$ cat config.mk
export PLATFORM = sky130hd
export DESIGN_NAME = serial_rx_cfg
export DESIGN_NICKNAME = d
export VERILOG_FILES = /design/src/rtl/serial_rx_cfg.sv
export SDC_FILE = /design/constraint.sdc
export NUM_CORES = 1
export LEC_CHECK = 0
export BUFFER_PORTS_ARGS = -buffer_cell sky130_fd_sc_hd__buf_2
export CAP_MARGIN = 20
export CELL_PAD_IN_SITES_DETAIL_PLACEMENT = 1
export CELL_PAD_IN_SITES_GLOBAL_PLACEMENT = 1
export CORE_MARGIN = 4
export CORE_UTILIZATION = 51
export CTS_BUF_LIST = sky130_fd_sc_hd__clkbuf_2
export CTS_CLUSTER_SIZE = 25
export DETAILED_ROUTE_END_ITERATION = 16
export PLACE_DENSITY = 0.94
export REMOVE_ABC_BUFFERS = 1
export SYNTH_ARGS = -nofsm -noshare
export SYNTH_HDL_FRONTEND = slang
export SYNTH_SLANG_ARGS = --single-unit
$ cat constraint.sdc
create_clock -name clk -period 9.8 [get_ports clk]
set_input_delay 1.96 -clock clk [delete_from_list [all_inputs] [get_ports clk]]
set_output_delay 1.96 -clock clk [all_outputs]
set_load 0.005 [all_outputs]
$ cat src/rtl/serial_rx_cfg.sv
module serial_rx_cfg #(
  parameter int CNT_W = 25
) (
  input  logic        clk,
  input  logic        rst_n,
  input  logic        rx_line,
  input  logic [31:0] setup,
  output logic        rx_valid,
  output logic [7:0]  rx_data,
  output logic        rx_parity_err,
  output logic        rx_frame_err
);
  localparam int PER_W = 24;

  logic [2:0]       sync_q;
  logic             busy_q;
  logic [CNT_W-1:0] cnt_q;
  logic [3:0]       idx_q;
  logic [31:0]      cfg_q;
  logic [7:0]       word_q;
  logic             par_acc_q, perr_q, ferr_q;

  wire line_s  = sync_q[1];
  wire fall    = !sync_q[1] && sync_q[2];
  wire [3:0] nbits   = 4'd8 - {2'b00, cfg_q[29:28]};
  wire       par_en  = cfg_q[26];
  wire       stick   = cfg_q[25];
  wire       even    = cfg_q[24];
  wire [3:0] total   = nbits + {3'b0, par_en} + {3'b0, cfg_q[27]} + 4'd1;
  wire [CNT_W-1:0] per_now  = CNT_W'(setup[PER_W-1:0]);
  wire [CNT_W-1:0] per_cfg  = CNT_W'(cfg_q[PER_W-1:0]);
  wire [CNT_W-1:0] first_ld = per_now + (per_now >> 1) - 1'b1;
  wire sample  = busy_q && (cnt_q == '0);
  wire is_data = idx_q < nbits;
  wire is_par  = par_en && (idx_q == nbits);
  wire exp_par = stick ? even : (even ? par_acc_q : !par_acc_q);
  wire last    = idx_q == total - 4'd1;

  always_ff @(posedge clk or negedge rst_n) begin
    if (!rst_n) sync_q <= 3'b111;
    else        sync_q <= {sync_q[1:0], rx_line};
  end

  always_ff @(posedge clk or negedge rst_n) begin
    if (!rst_n) begin
      busy_q        <= 1'b0;
      cnt_q         <= '0;
      idx_q         <= '0;
      cfg_q         <= '0;
      word_q        <= '0;
      par_acc_q     <= 1'b0;
      perr_q        <= 1'b0;
      ferr_q        <= 1'b0;
      rx_valid      <= 1'b0;
      rx_data       <= '0;
      rx_parity_err <= 1'b0;
      rx_frame_err  <= 1'b0;
    end else begin
      rx_valid      <= 1'b0;
      rx_parity_err <= 1'b0;
      rx_frame_err  <= 1'b0;
      if (!busy_q) begin
        if (fall) begin
          busy_q    <= 1'b1;
          cfg_q     <= setup;
          cnt_q     <= first_ld;
          idx_q     <= '0;
          word_q    <= '0;
          par_acc_q <= 1'b0;
          perr_q    <= 1'b0;
          ferr_q    <= 1'b0;
        end
      end else if (!sample) begin
        cnt_q <= cnt_q - 1'b1;
      end else begin
        cnt_q <= per_cfg - 1'b1;
        idx_q <= idx_q + 4'd1;
        if (is_data) begin
          word_q[idx_q[2:0]] <= line_s;
          par_acc_q          <= par_acc_q ^ line_s;
        end else if (is_par) begin
          perr_q <= line_s != exp_par;
        end else begin
          ferr_q <= ferr_q | !line_s;
        end
        if (last) begin
          busy_q        <= 1'b0;
          rx_valid      <= 1'b1;
          rx_data       <= word_q;
          rx_parity_err <= perr_q;
          rx_frame_err  <= ferr_q | !line_s;
        end
      end
    end
  end

  a_r8_single_pulse: assert property (@(posedge clk) disable iff (!rst_n)
    rx_valid |=> !rx_valid);
  a_r8_flags_quiet: assert property (@(posedge clk) disable iff (!rst_n)
    !rx_valid |-> !(rx_parity_err || rx_frame_err));
  a_r3_upper_clear: assert property (@(posedge clk) disable iff (!rst_n)
    rx_valid |-> ((rx_data >> nbits) == 8'd0));
  a_r6_no_perr_unparity: assert property (@(posedge clk) disable iff (!rst_n)
    (rx_valid && !par_en) |-> !rx_parity_err);
  a_r9_cfg_frozen: assert property (@(posedge clk) disable iff (!rst_n)
    (busy_q && $past(busy_q)) |-> $stable(cfg_q));
  a_r2_strobe_ends_frame: assert property (@(posedge clk) disable iff (!rst_n)
    $rose(rx_valid) |-> ($past(busy_q) && !busy_q));
endmodule

==> impl_metrics.tcl <==
set metrics [dict create \
    met1Wirelength_microns 7910 \
    antenna_found_initial 1 \
    ios 46 \
    area_growth_syn_to_layout_pct 7.93 \
    start_util_pct 52.7 \
    cts_resized 0 \
    yosysTopAreaCell "dfrtp_1" \
    min_period_over_period_pct 46.8 \
    dp_hpwl_microns 13400 \
    postRouteWirelength_microns 18500 \
    route.detailed.drc 0 \
    post_dp_cell_area_sq_um 6750 \
    place_congestion 0.871 \
    die_h_microns 120 \
    synth_cell_type_count 76 \
    fp.coreArea_sq_um 12200 \
    rsz0062_at_grt "false" \
    yosysSeqAreaShare_pct 33.3 \
    cp.required_ns 10.33 \
    drt-wirelength-per-cell_microns 19.2 \
    leakagePower_nw 3.19 \
    period_needed_ns 4.59 \
    cts.sinks 85 \
    yosysWarningCount 0 \
    crit_path_end_kind "register" \
    finalHoldViolCount 0 \
    status "finished clean" \
    wl_met3_microns 818 \
    ant_nets 0 \
    worst_slew_pin_slew_ns 1.02 \
    top_layer_used "met4" \
    crit_type "in2reg" \
    dr.first_iter.drc_count 511 \
    holdBufCountCts 0 \
    start_kind "input pin" \
    drive_above_1_share_pct 12.6 \
    fin_worst_skew_ns 0.0256 \
    yosysMostFrequentCell "nand2_1" \
    synth_edf_count 0 \
    setup_violations 0 \
    crit_arrival_ns 5.12 \
    dieArea_sq_um 14400 \
    peakVddDrop_uv 75.8 \
    critPathMaxFanout 3 \
    worst_slack_ns 5.21 \
    cts_root_buffer "clkbuf_2" \
    cts_buffers 9 \
    drtPass1Iterations 5 \
    ys.flop_type "dfrtp_1" \
    syn_area_sq_um 6400 \
    placedCellCount 947 \
    rows 40 \
    seq_area_sq_um 2130 \
    clk_latency_ns 0.62 \
    grt_usage_pct 26.2 \
    via_count 5867 \
    stdcell_count 964 \
    async_reset_ff_share_pct 100 \
    dp_slack_ns 4.58 \
    hp-class "reg2reg" \
    grt_pass1_wl_microns 30800 \
    synth_area_per_cell_sq_um 8.43 \
    grt_overflow 0 \
    grt_max_degree 56 \
    path_clk_slew_ns 0.23 \
    grt_pass1_vias 6197 \
    synthTopCellsByCount "nand2_1, inv_1, dfrtp_1, o21ai_0, a21oi_1" \
    maxCapViolCount 0 \
    via_per_inst 6.09 \
    multi_input_area_sq_um 3840 \
    synthCells 760 \
    fin_nets 882 \
    fillers 1514 \
    reg2reg_slack_ns 5.46 \
    p_per_area_nw_per_um2 160 \
    cts_buffer_depth 2 \
    relSlewSlack_pct 32.2 \
    maxSlewViolCount 0 \
    die_w_microns 120 \
    yosys-top-cells-area "dfrtp_1, ha_1, o21ai_0" \
    tns_ns 0 \
    cts_tree "done" \
    fin_area_sq_um 6910 \
    ys_seq_elements 85 \
    cts_setup_buffers 0 \
    htree_levels 3 \
    dr_wl_met2_microns 9260 \
    port_buffers 43 \
    fmax_ghz 0.218 \
    yosys.area.top_type_share_pct 32.0 \
]
-- cell families after synthesis --
| kind of cell | Yosys count | share of synthesized area, % |
|---|---|---|
| AND/OR/NAND/NOR | 248 | 21.1 |
| AO/OA/AOI/OAI | 209 | 20.3 |
| buffers and inverters | 114 | 6.82 |
| flip-flops | 85 | 33.3 |
| adder cells (fa/ha/maj) | 57 | 11.6 |
| XOR/XNOR | 29 | 3.97 |
| multiplexers | 18 | 2.99 |
-- through the flow --
| stage | power, W | hold slack, ns | util (%) |
|---|---|---|---|
| 2_1_floorplan | 0.000739 | 0.345 | - |
| 3_3_place_gp | 0.000819 | 0.350 | 55.5 |
| 3_5_place_dp | 0.000857 | 0.354 | 55.5 |
| 4_1_cts | 0.00110 | 0.370 | 56.8 |
| 5_1_grt | 0.00117 | 0.354 | 56.8 |
| 6_report | 0.00110 | 0.371 | 56.8 |
-- final cells by class --
class	count	share of cell area, %
Clock inverter	7	1.65
Tap cell	168	3.04
Inverter	86	4.67
Clock buffer	9	0.652
Antenna cell	1	0.0362
Timing Repair Buffer	47	3.58
Multi-Input combinational cell	561	55.5
Sequential cell	85	30.8
-- cell usage in the layout (no fill, tap or decap), drive strengths merged, types with 5 or more instances in the layout --
cell type,synthesis,routed
xor2,12,12
or4,5,5
xnor2,17,17
nor2b,13,13
o21ai,77,77
a21o,6,6
inv,86,86
nor4,11,11
a211oi,10,10
and2,6,6
and3,6,6
or2,5,5
ha,53,53
a21oi,59,59
o211ai,5,5
nand2,89,89
nor3,15,15
nor3b,7,7
mux2i,9,9
nand3,15,15
or3,5,5
clkbuf,18,9
mux2,9,9
nand3b,6,6
dfrtp,82,82
a31oi,7,7
buf,10,47
and4,5,5
nor2,49,49
-- worst paths after layout --
path                            startpoint  depth (start not counted)   endpoint
min in group asynchronous            rst_n                          1  cnt_q[10]
worst min-delay path             sync_q[0]                          0  sync_q[1]
worst min register to register   sync_q[0]                          0  sync_q[1]
max in group asynchronous            rst_n                          2  cfg_q[18]
worst max register to register      busy_q                         14  cnt_q[24]
worst max-delay path              setup[1]                         15  cnt_q[19]
-- sequential cells by signal, summed over array words and instances (netlist names) --
register       count
cnt_q             25
sync_q             3
rx_frame_err       1
cfg_q             30
word_q             8
par_acc_q          1
ferr_q             1
rx_parity_err      1
rx_data            8
rx_valid           1
perr_q             1
idx_q              4
busy_q             1
-- report_power, final --
group / internal, W / switching, W / total (W)
clock network: 0.000108 / 0.000133 / 0.000242
registers: 0.000415 / 0.000104 / 0.000519
logic: 0.000149 / 0.000194 / 0.000344
total: 0.000673 / 0.000431 / 0.00110
-- per-layer routing --
metal | vias up | GRT usage (%)
met5 | - | 0
met4 | 0 | 9.38
met3 | 42 | 2.92
met2 | 184 | 46.2
met1 | 2899 | 33.1
li1 | 2742 | -
-- critical path: stages --
cell,delay (ns)
buf_2,0.08
inv_1,0.05
ha_1,0.30
inv_1,0.06
ha_1,0.20
inv_1,0.07
fa_1,0.39
nor2b_1,0.27
o2111ai_1,0.21
a21oi_1,0.31
o211ai_1,0.18
a311oi_1,0.46
a21oi_1,0.15
xnor2_1,0.17
o221a_2,0.25
No activity file was read; power rests on OpenSTA's default activity.
